**src/rtl/ts_pacer_pkg.sv**
```systemverilog
package ts_pacer_pkg;

  localparam int PKT_BYTES = 188;
  localparam int IDX_W     = $clog2(PKT_BYTES);
  localparam int GS_W      = 7;
  localparam int GAP_W     = GS_W + 2;

  typedef logic [IDX_W-1:0] idx_t;
  typedef logic [GAP_W-1:0] gap_t;

  typedef enum logic [1:0] {
    ST_BOUND,
    ST_DATA,
    ST_FILL,
    ST_GAP
  } sched_st_e;

  localparam idx_t LAST_IDX = idx_t'(PKT_BYTES - 1);

  // Idle slots that follow a packet when gap insertion is on.
  function automatic gap_t gap_slots(input logic [GS_W-1:0] gs);
    return gap_t'({gs, 1'b0}) + gap_t'(4);
  endfunction

  // Byte at position idx of a fill packet.
  function automatic logic [7:0] null_byte(input idx_t idx, input logic err);
    logic [7:0] b;
    if (idx == idx_t'(0))      b = 8'h47;
    else if (idx == idx_t'(1)) b = err ? 8'h9F : 8'h1F;
    else if (idx == idx_t'(3)) b = 8'h10;
    else                       b = 8'hFF;
    return b;
  endfunction

endpackage

```
**src/rtl/ts_rate_gen.sv**
```systemverilog
module ts_rate_gen #(
  parameter int ACC_W = 16,
  parameter int DIV_W = 4
) (
  input  logic             clk,
  input  logic             rst_n,
  input  logic             run,
  input  logic             nco_sel,
  input  logic [ACC_W-1:0] rate_val,
  output logic             tick
);

  logic [ACC_W-1:0] acc;
  logic [ACC_W:0]   acc_sum;
  logic             acc_carry;
  logic [DIV_W-1:0] div_cnt;
  logic [DIV_W-1:0] div_lim;
  logic             div_wrap;

  assign acc_sum   = {1'b0, acc} + {1'b0, rate_val};
  assign acc_carry = acc_sum[ACC_W];
  assign div_lim   = rate_val[DIV_W-1:0];
  assign div_wrap  = (div_cnt >= div_lim);

  always_ff @(posedge clk) begin
    if (!rst_n || !run) begin
      acc     <= '0;
      div_cnt <= '0;
      tick    <= 1'b0;
    end else if (nco_sel) begin
      acc     <= acc_sum[ACC_W-1:0];
      div_cnt <= '0;
      tick    <= acc_carry;
    end else begin
      acc     <= '0;
      div_cnt <= div_wrap ? '0 : div_cnt + 1'b1;
      tick    <= div_wrap;
    end
  end

  assert_idle_no_tick_R1: assert property (@(posedge clk) disable iff (!rst_n)
    !run |=> !tick);

  assert_zero_rate_silent_R2: assert property (@(posedge clk) disable iff (!rst_n || !run)
    (nco_sel && rate_val == '0) |=> !tick);

  assert_div_spacing_R3: assert property (@(posedge clk) disable iff (!rst_n || !run)
    (!nco_sel && tick && div_lim != '0) |=> !tick);

endmodule

```
**src/rtl/ts_pkt_sched.sv**
```systemverilog
module ts_pkt_sched
  import ts_pacer_pkg::*;
(
  input  logic            clk,
  input  logic            rst_n,
  input  logic            run,
  input  logic            tick,
  input  logic            fill_en,
  input  logic            err_mark,
  input  logic            gap_en,
  input  logic            gate_en,
  input  logic [GS_W-1:0] gap_size,
  input  logic [7:0]      in_data,
  input  logic            in_sop,
  input  logic            in_valid,
  output logic            in_ready,
  output logic            out_strobe,
  output logic [7:0]      out_data,
  output logic            out_valid,
  output logic            out_sync
);

  sched_st_e st, st_n;
  idx_t      idx, idx_n;
  gap_t      gap_left, gap_n;

  logic       emit;
  logic [7:0] emit_byte;
  logic       take;
  logic       pkt_start;
  logic       pkt_end;
  logic       slot_idle;

  assign in_ready  = tick && ((st == ST_DATA) || (st == ST_BOUND && in_sop));
  assign slot_idle = tick && !emit;

  always_comb begin
    emit      = 1'b0;
    emit_byte = 8'h00;
    take      = 1'b0;
    pkt_start = 1'b0;
    st_n      = st;
    idx_n     = idx;
    gap_n     = gap_left;
    if (tick) begin
      case (st)
        ST_BOUND: begin
          if (in_valid && in_sop) begin
            emit      = 1'b1;
            emit_byte = in_data;
            take      = 1'b1;
            pkt_start = 1'b1;
            st_n      = ST_DATA;
            idx_n     = idx_t'(1);
          end else if (fill_en) begin
            emit      = 1'b1;
            emit_byte = null_byte(idx_t'(0), err_mark);
            pkt_start = 1'b1;
            st_n      = ST_FILL;
            idx_n     = idx_t'(1);
          end
        end
        ST_DATA: begin
          if (in_valid) begin
            emit      = 1'b1;
            emit_byte = in_data;
            take      = 1'b1;
            idx_n     = idx + 1'b1;
          end
        end
        ST_FILL: begin
          emit      = 1'b1;
          emit_byte = null_byte(idx, err_mark);
          idx_n     = idx + 1'b1;
        end
        default: begin
          gap_n = gap_left - 1'b1;
          if (gap_left <= gap_t'(1)) st_n = ST_BOUND;
        end
      endcase
    end
    pkt_end = emit && (st == ST_DATA || st == ST_FILL) && (idx == LAST_IDX);
    if (pkt_end) begin
      idx_n = '0;
      if (gap_en) begin
        st_n  = ST_GAP;
        gap_n = gap_slots(gap_size);
      end else begin
        st_n = ST_BOUND;
      end
    end
  end

  always_ff @(posedge clk) begin
    if (!rst_n || !run) begin
      st         <= ST_BOUND;
      idx        <= '0;
      gap_left   <= '0;
      out_strobe <= 1'b0;
      out_valid  <= 1'b0;
      out_sync   <= 1'b0;
      out_data   <= 8'h00;
    end else begin
      st         <= st_n;
      idx        <= idx_n;
      gap_left   <= gap_n;
      out_strobe <= tick && (emit || !gate_en);
      out_valid  <= emit;
      out_sync   <= pkt_start;
      out_data   <= emit ? emit_byte : 8'h00;
    end
  end

  assert_idx_range_R4: assert property (@(posedge clk) disable iff (!rst_n)
    idx <= LAST_IDX);

  assert_data_holds_R5: assert property (@(posedge clk) disable iff (!rst_n || !run)
    (st == ST_DATA && !pkt_end) |=> (st == ST_DATA));

  assert_fill_sync_R6: assert property (@(posedge clk) disable iff (!rst_n || !run)
    (pkt_start && !take) |=> (out_sync && out_data == 8'h47));

  assert_gap_silent_R8: assert property (@(posedge clk) disable iff (!rst_n || !run)
    (st == ST_GAP && tick) |=> !out_valid);

  assert_gated_idle_R9: assert property (@(posedge clk) disable iff (!rst_n || !run)
    (slot_idle && gate_en) |=> !out_strobe);

  assert_stop_clears_R1: assert property (@(posedge clk) disable iff (!rst_n)
    !run |=> (!out_valid && !out_strobe && idx == '0 && st == ST_BOUND));

  assert_valid_in_slot_R11: assert property (@(posedge clk) disable iff (!rst_n)
    out_valid |-> out_strobe);

  assert_sync_with_valid_R11: assert property (@(posedge clk) disable iff (!rst_n)
    out_sync |-> out_valid);

endmodule

```
**src/rtl/ts_pacer.sv**
```systemverilog
module ts_pacer #(
  parameter int ACC_W = 16,
  parameter int DIV_W = 4
) (
  input  logic        clk,
  input  logic        rst_n,
  input  logic [31:0] ctrl_word,
  input  logic [31:0] ctrl2_word,
  input  logic [7:0]  in_data,
  input  logic        in_sop,
  input  logic        in_valid,
  output logic        in_ready,
  output logic        out_strobe,
  output logic [7:0]  out_data,
  output logic        out_valid,
  output logic        out_sync,
  output logic        pad_phase,
  output logic [2:0]  pad_trim
);

  import ts_pacer_pkg::*;

  localparam int RATE_LSB = 16;

  logic             run;
  logic             nco_sel;
  logic             tick;
  logic [ACC_W-1:0] rate_val;
  logic [GS_W-1:0]  gap_size;
  logic             ctrl_unused;

  assign run       = ctrl_word[0] && !ctrl_word[1];
  assign nco_sel   = ctrl_word[12] || !ctrl_word[11];
  assign rate_val  = ctrl2_word[RATE_LSB +: ACC_W];
  assign gap_size  = ctrl2_word[GS_W-1:0];
  assign pad_phase = ctrl_word[3];
  assign pad_trim  = ctrl_word[10:8];

  assign ctrl_unused = ^{ctrl_word[2], ctrl_word[31:13], ctrl2_word[RATE_LSB-1:GS_W]};

  ts_rate_gen #(.ACC_W(ACC_W), .DIV_W(DIV_W)) rate_i (
    .clk      (clk),
    .rst_n    (rst_n),
    .run      (run),
    .nco_sel  (nco_sel),
    .rate_val (rate_val),
    .tick     (tick)
  );

  ts_pkt_sched sched_i (
    .clk        (clk),
    .rst_n      (rst_n),
    .run        (run),
    .tick       (tick),
    .fill_en    (ctrl_word[5]),
    .err_mark   (ctrl_word[7]),
    .gap_en     (ctrl_word[4]),
    .gate_en    (ctrl_word[6]),
    .gap_size   (gap_size),
    .in_data    (in_data),
    .in_sop     (in_sop),
    .in_valid   (in_valid),
    .in_ready   (in_ready),
    .out_strobe (out_strobe),
    .out_data   (out_data),
    .out_valid  (out_valid),
    .out_sync   (out_sync)
  );

endmodule

```
**config.mk**
```make
export PLATFORM = sky130hd
export DESIGN_NAME = ts_pacer
export DESIGN_NICKNAME = d
export VERILOG_FILES = /design/src/rtl/ts_pacer_pkg.sv /design/src/rtl/ts_rate_gen.sv /design/src/rtl/ts_pkt_sched.sv /design/src/rtl/ts_pacer.sv
export SDC_FILE = /design/constraint.sdc
export NUM_CORES = 1
export LEC_CHECK = 0
export ABC_AREA = 0
export BUFFER_PORTS_ARGS = -buffer_cell sky130_fd_sc_hd__buf_2
export CORE_MARGIN = 5
export CORE_UTILIZATION = 30
export DETAILED_ROUTE_END_ITERATION = 8
export PLACE_DENSITY_LB_ADDON = 0.08
export SETUP_SLACK_MARGIN = 0.15
export SLEW_MARGIN = 10
export SYNTH_ARGS = -nofsm -noshare
export SYNTH_HDL_FRONTEND = slang
export SYNTH_HIERARCHICAL = 1
export SYNTH_SLANG_ARGS = --single-unit
```
**constraint.sdc**
```tcl
create_clock -name clk -period 4.16 [get_ports clk]
set_input_delay 0.416 -clock clk [delete_from_list [all_inputs] [get_ports clk]]
set_output_delay 0.416 -clock clk [all_outputs]
set_load 0.01 [all_outputs]
```
==> qor.csv, run 1 <==
metric,value,unit
status,completed,
Post-synth top cells,"dfxtp_1 (51), nor2_1 (43), ha_1 (31), a21oi_1 (25), nand2_1 (24)",
CTS tree,yes,
vias per inst,4.88,
"Area growth, synth to finish",15.1,%
"Max FO, Critical Path",5,
CP max stage cell,fa_1,
Max Root-Sink Buffers,2,
vias in the first global route,2703,
cell depth of the worst setup path,7,
Seq cells post-synth,51,
fraction of layout instances using a drive strength above 1,19.2,%
sequential share of power,52.6,%
DP Wirelength,5750,µm
CP endpoint,rate_i/tick,
crit-path cells,ha_1 -> fa_1 -> a21o_1 -> a221o_1 -> and2_2 -> a31oi_2 -> o221ai_1,
R2R Path End,rate_i/tick,
Mapped Nets,477,
dominant cells by area after synthesis,"dfxtp_1 (32%), ha_1 (12%), nor2_1 (5.1%)",
Remaining DRCs,0,
Buffers & Inverters on Critical Path,0,
# diodes,0,
critical path class,reg2reg,
initial core utilization,30.8,%
Util after Layout,35.4,%
RSZ-0062 raised after global routing,false,
CP peak stage delay,410,ps
"Reg clk slew, reported paths",100,ps
post-route worst setup slack,1840,ps
"EDFF count, synth",0,
DRT antenna net count,0,
clk root buf,clkbuf_8,
net switching power,244,µW
Slew headroom,55.6,%
final hold violations,0,
Post-Route WL,7340,µm
number of core rows,37,
drt first pass iters,4,
Switching Share,25.9,%
vias post-DR,2720,
Logic pwr share,12.6,%
Max VDD drop,0.000151,V
Worst setup SP type,register,
register area share after synthesis,32.0,%
H-Tree Depth,2,
P_leak,1.55,nW
final hold slack,276,ps
die width,113,µm
CTS sink cnt,51,
chip height,113,µm
Mapped Cells,369,
Inserted Clock Buffers,5,
Cell Pwr Density,256,nW/µm²
Final Skew,9.19,ps
fraction of registers with async set/reset,0,%
largest net degree at the start of global routing,16,
final setup TNS,0,ps
post-cts gate resize count,0,
reg2reg path depth,7,
initial antenna violation count,0,
reg2reg start,rate_i/acc[0],
Iteration-0 DRC Markers,104,
"Clk Latency, worst-skew pair",310,ps
fillers,1098,
P_int,697,µW
final instance count without filler cells,557,
Crit. End Element,register,
Reg2Reg Setup Slack,1840,ps
Placed Cells incl. Taps,549,
sequential cell area,1020,µm²
Avg Inst Size Synth,8.65,µm²
"Cell Area, Placed",3570,µm²
top-count cell post-synth,dfxtp_1,
overall power,941,µW
core area,10400,µm²
YS warnings,6,
top_reg_cell synth,dfxtp_1,
wire per inst,13.2,µm
Clk pwr share,34.8,%
IO Count,92,
fin nets,528,
post-CTS setup buffers,0,
Post-CTS Hold Buffers,0,
Crit path max-delay family,compound AO/OA/AOI/OAI gates,
Die ar.,12800,µm²
worst slew pin tran,658,ps
Setup Viol. Count Final,0,
Max Slew Vio Count,0,
Worst Setup SP,rate_i/acc[0],
Finished Cell Area,3670,µm²
area of the multi-input gates,2050,µm²
Netlist cell types,60,
Final min period,2320,ps
share of the synthesized area in the top cell type,32.0,%
GRT Util Overall,12.1,%
CP required,4340,ps
Mapped Area,3190,µm²
Port-buffer cells,54,
Hold WC Path Type,in2reg,
total grt overflow,0,
Max Cap Viol,0,
GPL Wtd Cong,0.757,
dpl ws,1600,ps
Critical Path AT,2490,ps
Final period util,55.7,%
post-synth top area cell,dfxtp_1,
Achievable Freq,431,MHz
global-route wire length before repair,12900,µm
-- state kept, by name (all words and copies together), names as in the netlist, 2 cells and up --
signal	count
sched_i/out_data	8
sched_i/gap_left	9
sched_i/idx	8
sched_i/st	2
rate_i/acc	16
rate_i/div_cnt	4
-- routing by layer --
layer / global-route usage (%) / part of all wire, % / vias up / routed length (µm)
met2: 18.8 / 44 / 52 / 3250
met1: 17.0 / 50 / 1229 / 3670
met3: 2.46 / 4.8 / 8 / 349
met5: 0 / 0 / - / 0
met4: 3.21 / 1.0 / 0 / 74
li1: - / - / 1431 / -
-- layout make-up --
cell class | count | share of cell area, %
Multi-Input combinational cell | 292 | 55.7
Clock inverter | 1 | 0.204
Sequential cell | 51 | 27.8
Timing Repair Buffer | 54 | 7.36
Clock buffer | 7 | 2.62
Tap cell | 136 | 4.63
Inverter | 16 | 1.64
-- layout by cell type, fill, tap and decap left out, types with 2 or more instances in the layout --
| master | netlist | layout |
|---|---|---|
| inv_1 | 16 | 16 |
| nor3_1 | 15 | 15 |
| dfxtp_1 | 51 | 51 |
| o211ai_1 | 2 | 2 |
| a211oi_2 | 3 | 3 |
| clkbuf_8 | 0 | 7 |
| nand2b_1 | 6 | 6 |
| a21boi_0 | 2 | 2 |
| and2_1 | 4 | 4 |
| nor4_2 | 3 | 3 |
| a31oi_1 | 2 | 2 |
| nor2b_1 | 4 | 4 |
| xnor2_1 | 14 | 14 |
| buf_2 | 0 | 54 |
| nand3_1 | 13 | 13 |
| nor3b_1 | 4 | 4 |
| o21a_1 | 2 | 2 |
| a221oi_2 | 2 | 2 |
| nand2_1 | 24 | 24 |
| nand4_1 | 8 | 8 |
| a211oi_1 | 6 | 6 |
| a21o_1 | 8 | 8 |
| or3_1 | 2 | 2 |
| a21oi_1 | 25 | 25 |
| nand3b_1 | 2 | 2 |
| and3_1 | 5 | 5 |
| nor2_1 | 43 | 43 |
| o21ai_0 | 13 | 13 |
| nor4b_1 | 2 | 2 |
| xor2_1 | 13 | 13 |
| a221o_1 | 2 | 2 |
| o221ai_1 | 2 | 2 |
| a22oi_1 | 2 | 2 |
| nor4_1 | 4 | 4 |
| ha_1 | 31 | 31 |
-- power by group through the flow --
stage	sequential [mW]	combinational [mW]	clock, mW
floorplan	0.505	0.0793	0
global placement	0.506	0.119	0
detailed placement	0.506	0.119	0
CTS	0.495	0.120	0.348
global route	0.495	0.137	0.370
finish	0.494	0.119	0.327
-- how the worst min path moves through the flow --
stage,startpoint,to,slack [ps],depth (start not counted)
detailed placement,rate_i/div_cnt[0],rate_i/div_cnt[0],460,1
floorplan,rate_i/div_cnt[0],rate_i/div_cnt[0],430,1
global placement,rate_i/div_cnt[0],rate_i/div_cnt[0],450,1
global route,ctrl_word[6],sched_i/out_strobe,280,2
finish,ctrl_word[6],sched_i/out_strobe,280,2
CTS,ctrl_word[6],sched_i/out_strobe,270,2
-- cell families after synthesis --
kind of cell | synth area share (%)
and+or+nand+nor | 24.5
buffers and inverters | 3.88
AOI/OAI and AO/OA | 19.1
DFF | 32.0
adders and majority gates | 12.8
xor gates and xnor gates | 7.41
muxes | 0.314
Power figures use the tool's default switching activity.
==> run 2, diff against run 1 <==
==> constraint.sdc (replaced) <==
create_clock -name clk -period 2.2 [get_ports clk]
set_input_delay 0.22 -clock clk [delete_from_list [all_inputs] [get_ports clk]]
set_output_delay 0.22 -clock clk [all_outputs]
set_load 0.01 [all_outputs]
==> qor.csv, run 2 (same netlist as run 1, synthesis figures left out) <==
metric,value,unit,change
initial antenna violation count,0,,unchanged
final hold violations,0,,unchanged
reg2reg start,rate_i/acc[0],,
CP peak stage delay,350,ps,-60 ps
CP required,2450,ps,-1890 ps
GPL Wtd Cong,0.792,,+4.5%
overall power,1.71,mW,+81%
core area,10400,µm²,unchanged
Remaining DRCs,0,,unchanged
Post-Route WL,7960,µm,+8.4%
RSZ-0062 raised after global routing,true,,
reg2reg path depth,7,,unchanged
"Max FO, Critical Path",3,,-2
Slew headroom,65.1,%,+9.5 points
crit-path cells,ha_4 -> fa_2 -> a21o_1 -> a221o_1 -> and2_4 -> a31oi_4 -> mux2i_1,,
worst slew pin tran,522,ps,-136 ps
Hold Path Sink,sched_i/out_strobe,,
Final period util,91.7,%,+36 points
WHS Path Cells,2,,unchanged
IO Count,92,,unchanged
fraction of layout instances using a drive strength above 1,24.4,%,+5.2 points
Final Skew,14.8,ps,+5.65 ps
H-Tree Depth,2,,unchanged
initial core utilization,30.8,%,unchanged
"Reg clk slew, reported paths",100,ps,about the same
Cell Pwr Density,441,nW/µm²,+72%
Iteration-0 DRC Markers,163,,+57%
CP max stage cell,a221o_1,,
die width,113,µm,unchanged
# diodes,0,,unchanged
Top reg by flops,rate_i/acc,,
dpl ws,-19.0,ps,-1610 ps
biggest regs,"rate_i/acc: 16 flops, sched_i/gap_left: 9 flops",,
status,completed,,
wire per inst,14.1,µm,+6.7%
Die ar.,12800,µm²,unchanged
clk root buf,clkbuf_8,,
Max Slew Vio Count,0,,unchanged
vias in the first global route,2694,,-0.33%
DRT antenna net count,0,,unchanged
Max Root-Sink Buffers,2,,unchanged
R2R Path End,rate_i/acc[12],,
chip height,113,µm,unchanged
post-route worst setup slack,182,ps,-1660 ps
fin nets,539,,+2.1%
vias post-DR,2811,,+3.3%
Achievable Freq,496,MHz,+15%
Reg2Reg Setup Slack,180,ps,-1660 ps
max reg flops,16,,unchanged
Final min period,2020,ps,-301 ps
vias per inst,4.97,,+1.7%
final setup TNS,0,ps,unchanged
largest net degree at the start of global routing,14,,-2
Max Cap Viol,0,,unchanged
Crit path max-delay family,compound AO/OA/AOI/OAI gates,,
Worst setup SP type,register,,
CTS tree,yes,,
Port-buffer cells,54,,unchanged
hold_sp,ctrl_word[6],,
drt first pass iters,4,,unchanged
met3 Use GR,3.10,%,+0.64 points
DP Wirelength,5900,µm,+2.7%
Most Crowded Layer GR,met2,,
Buffers & Inverters on Critical Path,0,,unchanged
"Area growth, synth to finish",21.2,%,
fillers,1092,,-0.55%
critical path class,reg2reg,,
met2 usage,19.0,%,+0.20 points
Max VDD drop,0.000234,V,+56%
Critical Path AT,2270,ps,-220 ps
GRT Util Overall,12.1,%,+0.027 points
"commonest non-fill, non-tap cell in the layout",buf_2,,
number of core rows,37,,unchanged
total grt overflow,0,,unchanged
P_leak,1.60,nW,+3.0%
"Clk Latency, worst-skew pair",310,ps,about the same
Crit. End Element,register,,
Setup Viol. Count Final,0,,unchanged
Inserted Clock Buffers,5,,unchanged
global-route wire length before repair,12800,µm,-0.75%
Util after Layout,37.3,%,+1.9 points
CTS sink cnt,51,,unchanged
Hold WC Path Type,in2reg,,
"commonest non-fill, non-tap cells in the layout","buf_2 (54), dfxtp_1 (50), nor2_1 (43), ha_1 (28)",,
GR Layer Usage met1,16.5,%,-0.51 points
run 2: changes by cell type in the layout (fill, tap and decap cells not counted), moves of 2 or more:
cell      change
a21boi_0      -2
a31oi_1       -2
a31oi_4       +2
buf_4         +9
clkbuf_8      -2
ha_1          -3
ha_4          +2
nor4_4        +2
run 2: worst register-to-register path, delay by kind of cell, from the launching register on:
kind / cells / cell delay [ps]
DFF: 1 / 330
and+or+nand+nor: 1 / 190
adders and majority gates: 2 / 490
muxes: 1 / 190
AOI/OAI and AO/OA: 3 / 760
run 2: routing by layer:
metal / vias up / wire, µm
met5: - / 0
met2: 57 / 3490
met1: 1297 / 3980
met4: 0 / 80
li1: 1451 / -
met3: 6 / 399
run 2: metrics by stage:
stage	hold WS [ps]	cells	instance area, µm²
after global placement	403	556	3620
final	93.2	566	3870
after CTS	77.0	562	3710
after floorplan	310	369	3190
after detailed placement	411	556	3620
after global routing	88.5	566	3870
run 2: how the worst max path moves through the flow:
| stage | cells past startpoint | slack (ps) | to | from |
|---|---|---|---|---|
| global route | 7 | 100 | rate_i/acc[12] | rate_i/acc[0] |
| global placement | 8 | 3 | rate_i/tick | ctrl2_word[16] |
| detailed placement | 8 | -20 | rate_i/tick | ctrl2_word[16] |
| CTS | 8 | 120 | rate_i/acc[10] | rate_i/acc[0] |
| floorplan | 7 | 160 | rate_i/tick | rate_i/acc[0] |
| finish | 7 | 180 | rate_i/acc[12] | rate_i/acc[0] |
run 2: what timing repair did:
item | 4_1_cts | 5_1_grt
hold buffers | 0 | 0
setup endpoints to repair | 17 | 34
gates cloned | 0 | 1
setup buffers | 0 | 3
resized for setup | 4 | 22
pin swaps | 2 | 4
run 2: layout make-up:
type                    instances  area, µm²  area share [%]
flip-flops and latches         51       1020            26.4
well taps                     136        170            4.40
repair buffers                 64        349            9.02
clock buffers                   6       72.6            1.88
inverters                      16       60.1            1.55
multi-input cells             293       2200            56.7
run 2: report_power, final:
group | total (mW) | switching [mW] | internal (mW)
sequential | 0.935 | 0.00352 | 0.931
clock | 0.522 | 0.309 | 0.213
combinational | 0.248 | 0.137 | 0.111
total | 1.71 | 0.450 | 1.26
==> run 3, diff against run 2 <==
--- a/config.mk
+++ b/config.mk
@@ -10,6 +10,7 @@
 export CORE_MARGIN = 5
 export CORE_UTILIZATION = 30
 export DETAILED_ROUTE_END_ITERATION = 8
+export HOLD_SLACK_MARGIN = 0.1
 export PLACE_DENSITY_LB_ADDON = 0.08
 export SETUP_SLACK_MARGIN = 0.15
 export SLEW_MARGIN = 10
==> qor.csv, run 3 (same netlist as run 1, synthesis figures left out) <==
metric,value,unit,change
Iteration-0 DRC Markers,173,,+6.1%
Util after Layout,37.4,%,+0.096 points
Max VDD drop,0.000234,V,-0.23%
vias post-DR,2815,,+0.14%
Hold WC Path Type,in2reg,,
CP endpoint,rate_i/acc[14],,
drt first pass iters,5,,+1
"commonest non-fill, non-tap cells in the layout","buf_2 (54), dfxtp_1 (50), nor2_1 (43), ha_1 (28)",,
CP required,2450,ps,about the same
IO Count,92,,unchanged
Max Slew Vio Count,0,,unchanged
P_leak,1.60,nW,+0.26%
DP Wirelength,5900,µm,unchanged
"Max FO, Critical Path",3,,unchanged
Achievable Freq,496,MHz,+0.11%
chip height,113,µm,unchanged
RSZ-0062 raised after global routing,true,,
final hold violations,0,,unchanged
crit-path cells,ha_4 -> fa_2 -> a21o_1 -> a221o_1 -> a41o_1 -> o21a_1 -> nor3_2,,
"Clk Latency, worst-skew pair",310,ps,about the same
vias per inst,4.96,,about the same
vias in the first global route,2694,,unchanged
DRT antenna net count,0,,unchanged
Final min period,2020,ps,-2.17 ps
H-Tree Depth,2,,unchanged
Top reg by flops,rate_i/acc,,
"commonest non-fill, non-tap cell in the layout",buf_2,,
Port-buffer cells,54,,unchanged
"Reg clk slew, reported paths",100,ps,about the same
final hold slack,152,ps,+58.9 ps
Buffers & Inverters on Critical Path,0,,unchanged
status,completed,,
total grt overflow,0,,unchanged
number of core rows,37,,unchanged
overall power,1.71,mW,about the same
die width,113,µm,unchanged
Setup Viol. Count Final,0,,unchanged
biggest regs,"rate_i/acc: 16 flops, sched_i/gap_left: 9 flops",,
R2R Path End,rate_i/acc[14],,
clk root buf,clkbuf_8,,
largest net degree at the start of global routing,14,,unchanged
Slew headroom,65.1,%,about the same
fillers,1091,,-0.092%
GRT Util Overall,12.1,%,unchanged
initial antenna violation count,0,,unchanged
initial core utilization,30.8,%,unchanged
CP peak stage delay,350,ps,about the same
wire per inst,14.0,µm,about the same
core area,10400,µm²,unchanged
CP max stage cell,a221o_1,,
worst slew pin tran,522,ps,-0.606 ps
Worst setup SP type,register,,
Critical Path AT,2270,ps,about the same
Remaining DRCs,0,,unchanged
Reg2Reg Setup Slack,180,ps,about the same
Inserted Clock Buffers,5,,unchanged
final instance count without filler cells,567,,+0.18%
GPL Wtd Cong,0.792,,unchanged
Max Root-Sink Buffers,2,,unchanged
CTS tree,yes,,
reg2reg start,rate_i/acc[0],,
# diodes,0,,unchanged
Final period util,91.6,%,-0.098 points
critical path class,reg2reg,,
"Area growth, synth to finish",21.6,%,
Placed Cells incl. Taps,556,,unchanged
global-route wire length before repair,12800,µm,unchanged
fraction of layout instances using a drive strength above 1,24.4,%,-0.057 points
Max Cap Viol,0,,unchanged
reg2reg path depth,7,,unchanged
CTS sink cnt,51,,unchanged
Die ar.,12800,µm²,unchanged
area of the multi-input gates,2200,µm²,unchanged
cell depth of the worst setup path,7,,unchanged
Crit path max-delay family,compound AO/OA/AOI/OAI gates,,
Final Skew,15.0,ps,+0.140 ps
final setup TNS,0,ps,unchanged
Worst Setup SP,rate_i/acc[0],,
max reg flops,16,,unchanged
Crit. End Element,register,,
sequential cell area,1020,µm²,unchanged
Post-Route WL,7970,µm,about the same
Cell Pwr Density,440,nW/µm²,-0.25%
fin nets,540,,+0.19%
[run 3: cell count changes in the layout (fill, tap and decap cells not counted)]
cell,change
dlygate4sd3_1,+1
[run 3: layout make-up]
class,count,share of cell area (%)
well taps,136,4.39
inverters,16,1.55
repair buffers,65,9.26
flip-flops and latches,51,26.3
multi-input cells,293,56.6
clock buffers,6,1.87
[run 3: per-stage QoR]
| stage | area (µm²) | setup WS (ps) |
|---|---|---|
| floorplan | 3190 | 161 |
| global placement | 3620 | 2.86 |
| detailed placement | 3620 | -19.0 |
| CTS | 3720 | 119 |
| global route | 3880 | 99.3 |
| finish | 3880 | 185 |
[run 3: how the worst min path moves through the flow]
stage / cells past startpoint / startpoint / endpoint / slack (ps)
after floorplan: 1 / ctrl_word[6] / sched_i/out_strobe / 310
after global placement: 2 / ctrl_word[6] / sched_i/out_strobe / 400
after detailed placement: 2 / ctrl_word[6] / sched_i/out_strobe / 410
after CTS: 2 / ctrl2_word[1] / sched_i/gap_left[2] / 130
after global routing: 3 / in_data[5] / sched_i/out_data[5] / 140
final: 3 / in_data[5] / sched_i/out_data[5] / 150
[run 3: timing repair]
action / CTS / global route
pin swaps: 2 / 4
endpoints found under the hold margin: 1 / 0
gates resized for setup: 4 / 22
endpoints found under the setup margin: 17 / 34
cloned: 0 / 1
buffers inserted: 0 / 3
hold buffers: 1 / 0
[run 3: tightest hold or removal path: cells and delay by family]
kind                   cells  cell delay (ps)
AOI/OAI and AO/OA          1               50
buffers and inverters      1               90
and+or+nand+nor            1               40
[run 3: metal layers]
| metal | vias up | GRT usage, % | routed length [µm] |
|---|---|---|---|
| met3 | 6 | 3.05 | 411 |
| li1 | 1452 | - | - |
| met5 | - | 0 | 0 |
| met2 | 58 | 19.0 | 3500 |
| met4 | 0 | 3.29 | 80 |
| met1 | 1299 | 16.5 | 3970 |
[run 3: where the power goes]
group | internal [mW] | leakage (nW) | switching, mW
logic | 0.112 | 1.15 | 0.138
registers | 0.931 | 0.412 | 0.00353
clock network | 0.213 | 0.0371 | 0.308
